==> src/rtl/ee2w_pkg.sv <==
package ee2w_pkg;

  typedef enum logic [2:0] {
    ST_IDLE,
    ST_RX,
    ST_ACK,
    ST_TX,
    ST_RACK
  } bus_st_e;

  typedef enum logic [1:0] {
    K_SEL,
    K_WADDR,
    K_DATA
  } byte_kind_e;

endpackage

==> src/rtl/ee2w_line_mon.sv <==
module ee2w_line_mon #(
  parameter int SYNC_STAGES = 2
) (
  input  logic clk,
  input  logic rst_ni,
  input  logic scl_in,
  input  logic sda_in,
  output logic scl_lvl,
  output logic sda_lvl,
  output logic scl_rise,
  output logic scl_fall,
  output logic start_det,
  output logic stop_det
);

  localparam int LAST = SYNC_STAGES - 1;

  logic [LAST:0] scl_sr, sda_sr;
  logic          scl_p, sda_p;

  // synchroniser chain plus one history stage, idle bus reads high
  always_ff @(posedge clk or negedge rst_ni) begin
    if (!rst_ni) begin
      scl_sr <= '1;
      sda_sr <= '1;
      scl_p  <= 1'b1;
      sda_p  <= 1'b1;
    end else begin
      scl_sr <= {scl_sr[LAST-1:0], scl_in};
      sda_sr <= {sda_sr[LAST-1:0], sda_in};
      scl_p  <= scl_sr[LAST];
      sda_p  <= sda_sr[LAST];
    end
  end

  assign scl_lvl   = scl_sr[LAST];
  assign sda_lvl   = sda_sr[LAST];
  assign scl_rise  = scl_lvl & ~scl_p;
  assign scl_fall  = ~scl_lvl & scl_p;
  assign start_det = scl_lvl & scl_p & sda_p & ~sda_lvl;
  assign stop_det  = scl_lvl & scl_p & ~sda_p & sda_lvl;

endmodule

==> src/rtl/ee2w_addr_ctr.sv <==
module ee2w_addr_ctr #(
  parameter int ADDR_W = 7,
  parameter int PAGE_W = 3
) (
  input  logic              clk,
  input  logic              rst_ni,
  input  logic              load,
  input  logic [ADDR_W-1:0] load_val,
  input  logic              inc_page,
  input  logic              inc_full,
  output logic [ADDR_W-1:0] addr
);

  localparam logic [PAGE_W-1:0] PG_ONE   = 1;
  localparam logic [ADDR_W-1:0] FULL_ONE = 1;

  logic [ADDR_W-1:0] addr_q, addr_n;

  always_comb begin
    addr_n = addr_q;
    if (load) begin
      addr_n = load_val;
    end else if (inc_page) begin
      addr_n[PAGE_W-1:0] = addr_q[PAGE_W-1:0] + PG_ONE;
    end else if (inc_full) begin
      addr_n = addr_q + FULL_ONE;
    end
  end

  always_ff @(posedge clk or negedge rst_ni) begin
    if (!rst_ni) addr_q <= '0;
    else         addr_q <= addr_n;
  end

  assign addr = addr_q;

  AST_PAGE_HIGH_KEPT: assert property (@(posedge clk) disable iff (!rst_ni)
    (inc_page && !load) |=> (addr_q[ADDR_W-1:PAGE_W] == $past(addr_q[ADDR_W-1:PAGE_W])));

endmodule

==> src/rtl/ee2w_slave.sv <==
module ee2w_slave
  import ee2w_pkg::*;
#(
  parameter logic [6:0] DEV_ADDR    = 7'h50,
  parameter int         ADDR_W      = 7,
  parameter int         PAGE_W      = 3,
  parameter int         SYNC_STAGES = 2
) (
  input  logic              clk,
  input  logic              rst_n,
  input  logic              scl_in,
  input  logic              sda_in,
  output logic              sda_oe,
  input  logic              wp_in,
  input  logic              busy_in,
  output logic              wr_stb,
  output logic [ADDR_W-1:0] wr_addr,
  output logic [7:0]        wr_data,
  output logic              commit,
  output logic              rd_req,
  output logic [ADDR_W-1:0] rd_addr,
  input  logic [7:0]        rd_data
);

  localparam logic [3:0] BITS_FULL = 4'd8;

  // reset: asserted asynchronously, released on a clock edge
  logic [1:0] rst_sync;
  logic       rst_ni;

  always_ff @(posedge clk or negedge rst_n) begin
    if (!rst_n) rst_sync <= 2'b00;
    else        rst_sync <= {rst_sync[0], 1'b1};
  end
  assign rst_ni = rst_sync[1];

  logic scl_lvl, sda_lvl, scl_rise, scl_fall, start_det, stop_det;

  ee2w_line_mon #(.SYNC_STAGES(SYNC_STAGES)) u_line (
    .clk      (clk),
    .rst_ni   (rst_ni),
    .scl_in   (scl_in),
    .sda_in   (sda_in),
    .scl_lvl  (scl_lvl),
    .sda_lvl  (sda_lvl),
    .scl_rise (scl_rise),
    .scl_fall (scl_fall),
    .start_det(start_det),
    .stop_det (stop_det)
  );

  logic              ctr_load, ctr_pg, ctr_full;
  logic [ADDR_W-1:0] ctr_addr;
  logic [7:0]        rx_q, rx_n;

  ee2w_addr_ctr #(.ADDR_W(ADDR_W), .PAGE_W(PAGE_W)) u_ctr (
    .clk     (clk),
    .rst_ni  (rst_ni),
    .load    (ctr_load),
    .load_val(rx_q[ADDR_W-1:0]),
    .inc_page(ctr_pg),
    .inc_full(ctr_full),
    .addr    (ctr_addr)
  );

  bus_st_e           st_q, st_n;
  byte_kind_e        kind_q, kind_n;
  logic [3:0]        bit_q, bit_n;
  logic [7:0]        tx_q, tx_n;
  logic              rw_q, rw_n, pend_q, pend_n, more_q, more_n;
  logic              oe_q, oe_n, ld_q, ld_n;
  logic              wstb_q, wstb_n, commit_q, commit_n, rreq_q, rreq_n;
  logic [ADDR_W-1:0] waddr_q, waddr_n, raddr_q, raddr_n;
  logic [7:0]        wdata_q, wdata_n;
  logic              sel_hit;

  assign sel_hit = (rx_q[7:1] == DEV_ADDR);

  always_comb begin
    st_n     = st_q;
    kind_n   = kind_q;
    bit_n    = bit_q;
    rx_n     = rx_q;
    rw_n     = rw_q;
    pend_n   = pend_q;
    more_n   = more_q;
    oe_n     = oe_q;
    ld_n     = rreq_q;
    tx_n     = ld_q ? rd_data : tx_q;
    wstb_n   = 1'b0;
    waddr_n  = waddr_q;
    wdata_n  = wdata_q;
    commit_n = 1'b0;
    rreq_n   = 1'b0;
    raddr_n  = raddr_q;
    ctr_load = 1'b0;
    ctr_pg   = 1'b0;
    ctr_full = 1'b0;

    if (stop_det) begin
      st_n     = ST_IDLE;
      oe_n     = 1'b0;
      commit_n = pend_q;
      pend_n   = 1'b0;
    end else if (start_det) begin
      st_n   = ST_RX;
      kind_n = K_SEL;
      bit_n  = '0;
      oe_n   = 1'b0;
    end else begin
      unique case (st_q)
        ST_RX: begin
          if (scl_rise) begin
            rx_n  = {rx_q[6:0], sda_lvl};
            bit_n = bit_q + 4'd1;
          end else if (scl_fall && bit_q == BITS_FULL) begin
            bit_n = '0;
            unique case (kind_q)
              K_SEL: begin
                if (sel_hit && !busy_in) begin
                  rw_n = rx_q[0];
                  oe_n = 1'b1;
                  st_n = ST_ACK;
                  if (rx_q[0]) begin
                    rreq_n   = 1'b1;
                    raddr_n  = ctr_addr;
                    ctr_full = 1'b1;
                  end
                end else begin
                  st_n = ST_IDLE;
                end
              end
              K_WADDR: begin
                oe_n     = 1'b1;
                st_n     = ST_ACK;
                ctr_load = 1'b1;
              end
              default: begin
                if (wp_in) begin
                  st_n = ST_IDLE;
                end else begin
                  oe_n    = 1'b1;
                  st_n    = ST_ACK;
                  wstb_n  = 1'b1;
                  waddr_n = ctr_addr;
                  wdata_n = rx_q;
                  ctr_pg  = 1'b1;
                  pend_n  = 1'b1;
                end
              end
            endcase
          end
        end
        ST_ACK: begin
          if (scl_fall) begin
            bit_n = '0;
            if (rw_q) begin
              st_n = ST_TX;
              oe_n = ~tx_q[7];
            end else begin
              st_n   = ST_RX;
              oe_n   = 1'b0;
              kind_n = (kind_q == K_SEL) ? K_WADDR : K_DATA;
            end
          end
        end
        ST_TX: begin
          if (scl_rise) begin
            bit_n = bit_q + 4'd1;
          end else if (scl_fall) begin
            if (bit_q == BITS_FULL) begin
              oe_n = 1'b0;
              st_n = ST_RACK;
            end else begin
              oe_n = ~tx_q[3'd7 - bit_q[2:0]];
            end
          end
        end
        ST_RACK: begin
          if (scl_rise) begin
            more_n = ~sda_lvl;
            if (!sda_lvl) begin
              rreq_n   = 1'b1;
              raddr_n  = ctr_addr;
              ctr_full = 1'b1;
            end
          end else if (scl_fall) begin
            if (more_q) begin
              st_n  = ST_TX;
              bit_n = '0;
              oe_n  = ~tx_q[7];
            end else begin
              st_n = ST_IDLE;
            end
          end
        end
        default: ;
      endcase
    end
  end

  always_ff @(posedge clk or negedge rst_ni) begin
    if (!rst_ni) begin
      st_q     <= ST_IDLE;
      kind_q   <= K_SEL;
      bit_q    <= '0;
      rx_q     <= '0;
      tx_q     <= '0;
      rw_q     <= 1'b0;
      pend_q   <= 1'b0;
      more_q   <= 1'b0;
      oe_q     <= 1'b0;
      ld_q     <= 1'b0;
      wstb_q   <= 1'b0;
      waddr_q  <= '0;
      wdata_q  <= '0;
      commit_q <= 1'b0;
      rreq_q   <= 1'b0;
      raddr_q  <= '0;
    end else begin
      st_q     <= st_n;
      kind_q   <= kind_n;
      bit_q    <= bit_n;
      rx_q     <= rx_n;
      tx_q     <= tx_n;
      rw_q     <= rw_n;
      pend_q   <= pend_n;
      more_q   <= more_n;
      oe_q     <= oe_n;
      ld_q     <= ld_n;
      wstb_q   <= wstb_n;
      waddr_q  <= waddr_n;
      wdata_q  <= wdata_n;
      commit_q <= commit_n;
      rreq_q   <= rreq_n;
      raddr_q  <= raddr_n;
    end
  end

  assign sda_oe  = oe_q;
  assign wr_stb  = wstb_q;
  assign wr_addr = waddr_q;
  assign wr_data = wdata_q;
  assign commit  = commit_q;
  assign rd_req  = rreq_q;
  assign rd_addr = raddr_q;

  AST_OE_SCL_LOW: assert property (@(posedge clk) disable iff (!rst_ni)
    (oe_q != $past(oe_q)) |-> !scl_lvl);

  AST_SEL_BUSY_SILENT: assert property (@(posedge clk) disable iff (!rst_ni)
    (st_q == ST_ACK && kind_q == K_SEL && $rose(oe_q)) |-> !$past(busy_in));

  AST_NO_STB_PROTECTED: assert property (@(posedge clk) disable iff (!rst_ni)
    wr_stb |-> !$past(wp_in));

  AST_COMMIT_PULSE: assert property (@(posedge clk) disable iff (!rst_ni)
    commit |=> !commit);

  AST_COMMIT_ON_STOP: assert property (@(posedge clk) disable iff (!rst_ni)
    commit |-> $past(stop_det));

endmodule

==> config.mk <==
export PLATFORM = sky130hd
export DESIGN_NAME = ee2w_slave
export DESIGN_NICKNAME = d
export VERILOG_FILES = /design/src/rtl/ee2w_pkg.sv /design/src/rtl/ee2w_line_mon.sv /design/src/rtl/ee2w_addr_ctr.sv /design/src/rtl/ee2w_slave.sv
export SDC_FILE = /design/constraint.sdc
export NUM_CORES = 1
export LEC_CHECK = 0
export ABC_AREA = 1
export BUFFER_PORTS_ARGS = -buffer_cell sky130_fd_sc_hd__buf_2
export CORE_MARGIN = 2
export CORE_UTILIZATION = 58
export DETAILED_ROUTE_END_ITERATION = 8
export PLACE_DENSITY = 0.8
export SKIP_LAST_GASP = 1
export SLEW_MARGIN = 25
export SYNTH_ARGS = -nofsm -noshare
export SYNTH_HDL_FRONTEND = slang
export SYNTH_SLANG_ARGS = --single-unit
==> constraint.sdc <==
create_clock -name clk -period 2.4 [get_ports clk]
set_clock_uncertainty 0.05 [all_clocks]
set_input_delay 0 -clock clk [delete_from_list [all_inputs] [get_ports clk]]
set_output_delay 0 -clock clk [all_outputs]
set_load 0.02 [all_outputs]
==> Word level (Yosys, flattened, before mapping) <==
Index checks and enable logic that the tools add are counted.
{ "word_totals": {"input_bits": 14, "out_inout_bits": 26, "romBits": 0, "regBits": 70, "elab_cells": 198, "latchBits": 0, "memories": 0, "ramBits": 0} }
{ "op_classes": {"order_cmp": 1, "reduce_logical": 25, "shift": 0, "n_bitwise": 18, "div_mod_pow": 0, "n_mux": 90, "n_eq_ne": 37, "addsub": 4, "mul": 0} }
{ "op_table": {"columns": ["operator", "n"], "rows": [
  ["$mux 7", 9],
  ["$mux 1", 44],
  ["$ne 4x4->1 const B", 10],
  ["$mux 4", 9],
  ["$mux 3", 11],
  ["$mux 2", 9],
  ["$ne 2x2->1 const B", 9],
  ["$pmux 4 s4", 1],
  ["$ne 3x3->1 const B", 5],
  ["$pmux 7 s2", 1],
  ["$reduce_and 7->1", 2],
  ["$pmux 3 s4", 1],
  ["$reduce_and 4->1", 3],
  ["$reduce_bool 2->1", 6],
  ["$not 1->1", 11],
  ["$reduce_and 11->1", 1],
  ["$reduce_and 10->1", 1],
  ["$reduce_and 9->1", 1],
  ["$ne 2x1->1 const B", 4],
  ["$reduce_and 8->1", 1],
  ["$add 7x1->7 const B", 1],
  ["$and 1x1->1", 7],
  ["$eq 7x7->1 const B", 1],
  ["$eq 3x2->1 const B", 2],
  ["other kinds (23)", 25]
]} }

==> Logic depth before layout (Yosys ltp) <==
Gate-level depths: netlist of run 1.
{ "depth": {"depth_word": 12, "mapped_depth": 12, "depth_no_buf": 11} }

==> By module <==
Synthesis of run 1 repeated with hierarchy kept, for this count alone.
{ "unflattened": {"cells_unflattened": 393, "area_unflattened_um2": 3402.0} }
{ "modules_own_cells": {"columns": ["module", "cells_per_inst", "instances", "seq_area_each_um2", "area_each_um2"], "rows": [
  ["ee2w_slave", 305, 1, 1426.4, 2712.6],
  ["ee2w_addr_ctr", 71, 1, 175.2, 490.5],
  ["ee2w_line_mon", 17, 1, 157.7, 198.9]
]} }

==> Worst setup path before layout of run 1 <==
Ideal clock, no wire load.
{ "synth_timing": {"kind": "reg-to-reg", "start": "reg bit_q[0]", "end": "reg u_ctr.addr_q[1] (netlist: u_ctr.addr[1])", "arrival_ns": 1.593, "required_ns": 2.232, "path_buffers": 1, "setup_slack_ns": 0.639, "period_less_slack_ns": 1.761, "path_stages_with_launch": 13, "setup_time_ns": 0.118, "path_cell_list": "dfrtp_1 > inv_1 > ha_1 > nand3_1 > inv_1 > nand2_2 > nor3_4 > inv_2 > buf_6 > nand2_1 > o21ai_1 > nand2_1 > nand2_1"} }
{ "synth_between": {"elab_chain_len": 9, "word_cells_on_any_way": 20, "cone_classes": "eq/ne (1); mux (17); reduce/logical (2)"} }
{ "synth_lines": {"columns": ["item", "line", "source"], "rows": [
  ["start: declaration", "ee2w_slave.sv:68", "logic [3:0] bit_q, bit_n;"],
  ["start signal: assignment", "ee2w_slave.sv:223", "bit_q <= bit_n;"],
  ["$eq 4x4->1 *", "ee2w_slave.sv:116", "end else if (scl_fall && bit_q == BITS_FULL) begin"],
  ["$logic_and 1x1->1 *", "ee2w_slave.sv:116", null],
  ["$mux 1", "ee2w_slave.sv:116", null],
  ["$mux 1", "ee2w_slave.sv:113", "if (scl_rise) begin"],
  ["$mux 1", "ee2w_slave.sv:111", "unique case (st_q)"],
  ["$mux 1", "ee2w_slave.sv:105", "end else if (start_det) begin"],
  ["$mux 1", "ee2w_slave.sv:100", "if (stop_det) begin"],
  ["$mux 3", "ee2w_addr_ctr.sv:23", "end else if (inc_page) begin"],
  ["$mux 7", "ee2w_addr_ctr.sv:21", "if (load) begin"],
  ["end signal: assignment", "ee2w_addr_ctr.sv:32", "else addr_q <= addr_n;"],
  ["end: declaration", "ee2w_addr_ctr.sv:17", "logic [ADDR_W-1:0] addr_q, addr_n;"]
]} }
Every way passes the cells marked *; elsewhere a longest branch is shown, timed or not.
A chain may end at the register's enable or synchronous reset.

==> Worst setup path in the final report of run 1 <==
{ "layout_timing": {"start": "reg bit_q[0]", "end": "reg raddr_q[2] (netlist: rd_addr[2])"} }
{ "layout_between": {"elab_chain_len": 4} }
{ "layout_lines": {"columns": ["item", "line", "source"], "rows": [
  ["$eq 4x4->1", "ee2w_slave.sv:116", null],
  ["$logic_and 1x1->1", "ee2w_slave.sv:116", null],
  ["$ne 2x2->1 (no source line)", null, null],
  ["$reduce_and 10->1 (no source line)", null, null],
  ["end signal: assignment", "ee2w_slave.sv:236", "raddr_q <= raddr_n;"],
  ["end: declaration", "ee2w_slave.sv:73", "logic [ADDR_W-1:0] waddr_q, waddr_n, raddr_q, raddr_n;"]
]} }
No other way between the ends.

==> run summary, run 1 <==
Final Cell Area = 3900 sq um
Vias in the first global route = 2,736
Maximum vdd drop = 0.000516 V
Hold path start = wp_in
Area grow syn2layout = 16.7%
DRT Pass-1 Iters = 5
Max frequency = 0.466 GHz
Post-route ant nets = 0
Share of cells above drive strength 1 = 18.3%
Synth Area in Simple Gates = 28.4%
Tot Pwr = 3.55 mW
Crit. End Element = flop
RSZ-0062 raised after global routing = no
Post-synthesis mux area share = 0%
WL/cell = 13.4 microns
Reg2reg end = rd_addr[2]
Crit Path Max Fanout = 13
Post-route DRC = 0
Clk slew on worst S/H paths = 80 ps
Via count = 2,800
Ports = 40
DP HPWL = 5280 microns
CTS sink cnt = 70
Site row count = 27
Hold Path Stages = 6
Fill cell count = 445
Core area = 5540 sq um
PortBufs = 39
Final worst-path setup slack = 252 ps
Diode count = 0
H-tree depth = 3
Commonest non-fill, non-tap cell in the layout = nand2_1
Worst slew pin tran = 647 ps
Worst slack, placed = 294 ps
Register area share after synthesis = 52.7%
Multi-input logic area = 1350 sq um
Synthesized cell area = 3340 sq um
Die area = 6380 sq um
Setup crit start kind = flop
Mean Syn Cell Area = 8.18 sq um
Status = completed
Hold WS = 147 ps
Synth Area in Compound Gates = 9.55%
Slew margin rel. = 56.9%
Most frequent cells in the layout = nand2_1, dfrtp_1, inv_1
Starting density of the core = 60.3%
Clk buf depth = 2
Min-Delay Endpoint = st_q[1]
Ys Warns = 0
Crit Path Class = flop to flop
Gr usage total = 25.8%
Pwr Density = 910 nW/um^2
Iter 0 DRT Violations = 207
Leak = 2.10 nW
Synth Area in XOR/XNOR = 1.31%
Placed Area = 3610 sq um
Final setup vio count = 0
First-pass GRT wire length = 12,600 microns
CTS Buf Count = 9
Max-slew violation count = 0
Netlist cell types = 26
Routability cong. = 0.863
Post-synthesis adder-cell area fraction = 1.12%
CP arrival = 2390 ps
Initial antenna violation count = 0
Internal reg-to-reg setup slack = 250 ps
Largest family of logic cells by synthesized area = simple AND/OR/NAND/NOR gates
Die width = 79.9 microns
TNS Setup = 0 ps
Syn Nets = 425
Tcrit/Tclk final = 89.5%
Largest net degree at the start of global routing = 41
Number of nets in the layout = 483
# resized after CTS = 0
Die Y = 79.9 microns
Reg area = 1760 sq um
CTS tree = done
Maxcap violations = 0
Post-synthesis register bit count = 70
Min cycle time layout = 2150 ps
Grt total ovfl = 0
Reg2Reg Depth = 10
Hold WC Path Type = primary input to flop
Skew-Pair Late Insertion Delay = 350 ps
Mean number of vias per cell = 5.16
Post-Syn Instances = 408
Drt total wl = 7290 microns
Final Hold Fails = 0
RR Startpoint = bit_q[0]
CP startpoint = bit_q[0]
Critical Path RT = 2650 ps
Root Buffer = clkbuf_8
==> worst max-delay path, cell delays in order, from the launching register on <==
cell,delay [ps]
dfrtp_1,450
inv_1,190
ha_1,180
nand3_1,70
inv_1,90
nand2_2,100
inv_1,130
nand4_2,310
nand2_1,340
nand2_1,100
nand2_1,70
==> registers in the layout, summed over array words and instances, names as in the netlist, 3 cells and up <==
name	cells
rx_q	8
tx_q	8
wr_data	8
rd_addr	7
u_ctr.addr	7
wr_addr	7
bit_q	4
st_q	3
==> synth_stat cells <==
library cell	count	area share, %
nand4_1	10	1.9
nand3_2	2	0.60
conb_1	1	0.11
dfrtp_1	64	48
clkbuf_1	2	0.22
inv_2	4	0.45
nor3_4	2	0.97
nand2_1	139	16
xnor2_1	2	0.52
nand4_2	1	0.37
xor2_1	3	0.79
buf_6	3	1.0
inv_1	43	4.8
nand3_1	30	4.5
or2_0	1	0.19
ha_1	3	1.1
dfstp_2	6	4.7
buf_2	2	0.30
o31ai_1	2	0.45
nand2_2	3	0.56
nor2_4	1	0.34
o21ai_2	9	2.4
a21oi_1	6	0.90
o21ai_0	34	5.1
nor2_1	30	3.4
o21ai_1	5	0.75
==> final cells by class <==
type	instances	share of cell area (%)
sequential	70	45.2
multi-input combinational	284	34.7
timing repair buffer	54	8.99
inverter	47	4.53
clock buffer	10	3.27
tap	72	2.31
clock inverter	6	1.03
==> logic make-up (layout without fill, tap and decap cells) <==
kind of cell	after synthesis	after routing
adder cells (fa/ha/maj)	3	3
buffers and inverters	54	117
AO/OA/AOI/OAI	56	56
other	1	1
AND/OR/NAND/NOR	219	219
XOR/XNOR	5	5
flip-flops	70	70
==> stage by stage <==
stage | cells | util [%]
after floorplan | 408 | -
after global placement | 515 | 65.2
after detailed placement | 515 | 65.2
after CTS | 543 | 70.3
after global routing | 543 | 70.3
final | 543 | 70.3
==> per-layer routing <==
layer / share of wire (%) / GRT usage (%)
met4: 1.4 / 8.98
met3: 4.0 / 5.09
met5: 0 / 0
met1: 46 / 34.4
met2: 48 / 42.1
==> report_power, final <==
part	switching (mW)	internal, mW
clock network	0.453	0.373
registers	0.186	1.40
logic	0.748	0.386
total	1.39	2.16
==> how the worst max path moves through the flow <==
stage | to | cells past startpoint
after detailed placement | rd_addr[6] | 10
after floorplan | bit_q[0] | 0
after CTS | rd_addr[2] | 10
after global placement | rd_addr[6] | 10
after global routing | rd_addr[5] | 10
final | rd_addr[2] | 10
==> repair_timing <==
item	CTS	global route
hold buffers	12	0
endpoints found under the hold margin	12	0
buffers inserted	0	0
Note: power is estimated with default switching activity, not from simulation.
==> run 2: changes to the inputs <==
--- a/config.mk
+++ b/config.mk
@@ -10,6 +10,7 @@
 export CORE_MARGIN = 2
 export CORE_UTILIZATION = 58
 export DETAILED_ROUTE_END_ITERATION = 8
+export MAX_ROUTING_LAYER = met4
 export PLACE_DENSITY = 0.8
 export SKIP_LAST_GASP = 1
 export SLEW_MARGIN = 25
==> run summary, run 2 (synthesis gave the netlist of run 1 again) <==
Initial antenna violation count = 0
Largest stage delay on the critical path = 460 ps
Crit Path Class = flop to flop
Slew margin rel. = 60.1%
Grt total ovfl = 0
DRT Pass-1 Iters = 5
Final Hold Fails = 0
Hold Path Stages = 6
Reg2reg end = rd_addr[6]
Commonest non-fill, non-tap cell in the layout = nand2_1
Internal reg-to-reg setup slack = 240 ps
Slowest-stage cell, CP = dfrtp_1
Pwr Density = 933 nW/um^2
Post-route DRC = 0
Ports = 40
Crit Path Max Fanout = 11
Leak = 2.11 nW
RR Startpoint = bit_q[0]
Diode count = 0
Setup crit start kind = flop
Area grow syn2layout = 17.2%
Skew-Pair Late Insertion Delay = 340 ps
Placed Instances = 516
CTS sink cnt = 70
Post-CTS setup buffers = 0
Crit. End Element = flop
Final Non-Filler Cells = 544
TNS Setup = 0 ps
Gr usage total = 26.1%
PortBufs = 39
CTS tree = done
Final Cell Area = 3910 sq um
Die width = 79.9 microns
Starting density of the core = 60.3%
Share of cells above drive strength 1 = 18.4%
Drt total wl = 7440 microns
Die Y = 79.9 microns
Reg2Reg Depth = 10
Clk buf depth = 2
Mean number of vias per cell = 5.26
Via count = 2,863
Routability cong. = 0.896
Site row count = 27
Status = completed
Min-Delay Endpoint = st_q[1]
H-tree depth = 3
Critical Path RT = 2630 ps
Hold WS = 120 ps
Maxcap violations = 0
Hold WC Path Type = primary input to flop
WL/cell = 13.7 microns
CP arrival = 2390 ps
Post-route ant nets = 0
Tot Pwr = 3.65 mW
Most frequent cells in the layout = nand2_1, dfrtp_1, inv_1
Root Buffer = clkbuf_8
Min cycle time layout = 2160 ps
Max frequency = 0.463 GHz
Final setup vio count = 0
CP cell instances = inv_1 > ha_1 > nand3_1 > inv_1 > nand2_2 > inv_1 > nand4_2 > nand2_1 > nand2_1 > nand2_1
First-pass GRT wire length = 12,400 microns
Iter 0 DRT Violations = 229
Hold path start = wp_in
DP HPWL = 5250 microns
CTS Buf Count = 9
Number of nets in the layout = 484
Largest net degree at the start of global routing = 28
RSZ-0062 raised after global routing = no
Placed Area = 3600 sq um
Tcrit/Tclk final = 90.0%
Max-slew violation count = 0
Vias in the first global route = 2,722
Core area = 5540 sq um
Worst slew pin tran = 597 ps
Maximum vdd drop = 0.000465 V
Die area = 6380 sq um
Clk slew on worst S/H paths = 70 ps
run 2: per-stage QoR:
stage | setup WS, ps | utilization (%)
after floorplan | 267 | -
after global placement | 458 | 65.1
after detailed placement | 272 | 65.1
after CTS | 235 | 70.6
after global routing | 7.17 | 70.6
final | 240 | 70.6
run 2: power by group:
group          internal, mW  switching (mW)  leakage (nW)
Sequential             1.40           0.187         0.896
Combinational         0.386           0.750          1.11
Clock                 0.478           0.446        0.0964
Total                  2.27            1.38          2.11
run 2: timing repair:
item / CTS / global route
resized for setup: 0 / 0
endpoints found under the hold margin: 12 / 0
hold buffers: 12 / 0
run 2: area by class of cell:
cell class              instances  area [sq um]
flip-flops and latches         70          1760
clock inverters                 6          61.3
repair buffers                 55           345
fillers                       465          1630
well taps                      72          90.1
clock buffers                  10           128
inverters                      47           176
multi-input cells             284          1350
run 2: worst max-delay path, delay by kind of cell (launching register included):
| kind | cells | cell delay, ps |
|---|---|---|
| fa+ha+maj | 1 | 180 |
| simple gates | 6 | 1000 |
| flops | 1 | 460 |
| buf+inv | 3 | 410 |
run 2: worst max-delay path by stage:
stage | from | endpoint | slack [ps] | cells past startpoint
detailed placement | bit_q[0] | rd_addr[6] | 270 | 10
floorplan | rst_sync[1] | bit_q[0] | 270 | 0
CTS | bit_q[0] | rd_addr[6] | 240 | 10
global route | bit_q[0] | rd_addr[6] | 7 | 10
global placement | bit_q[0] | rd_addr[4] | 460 | 10
finish | bit_q[0] | rd_addr[6] | 240 | 10
run 2: metal layers:
layer  share of wire [%]  vias to the layer above  GRT usage [%]
met5                   0                        -              -
met4                 1.3                        0           9.83
met3                 4.6                       10           5.20
met2                  50                       86           41.6
met1                  44                     1355           33.3
li1                    -                     1412              -
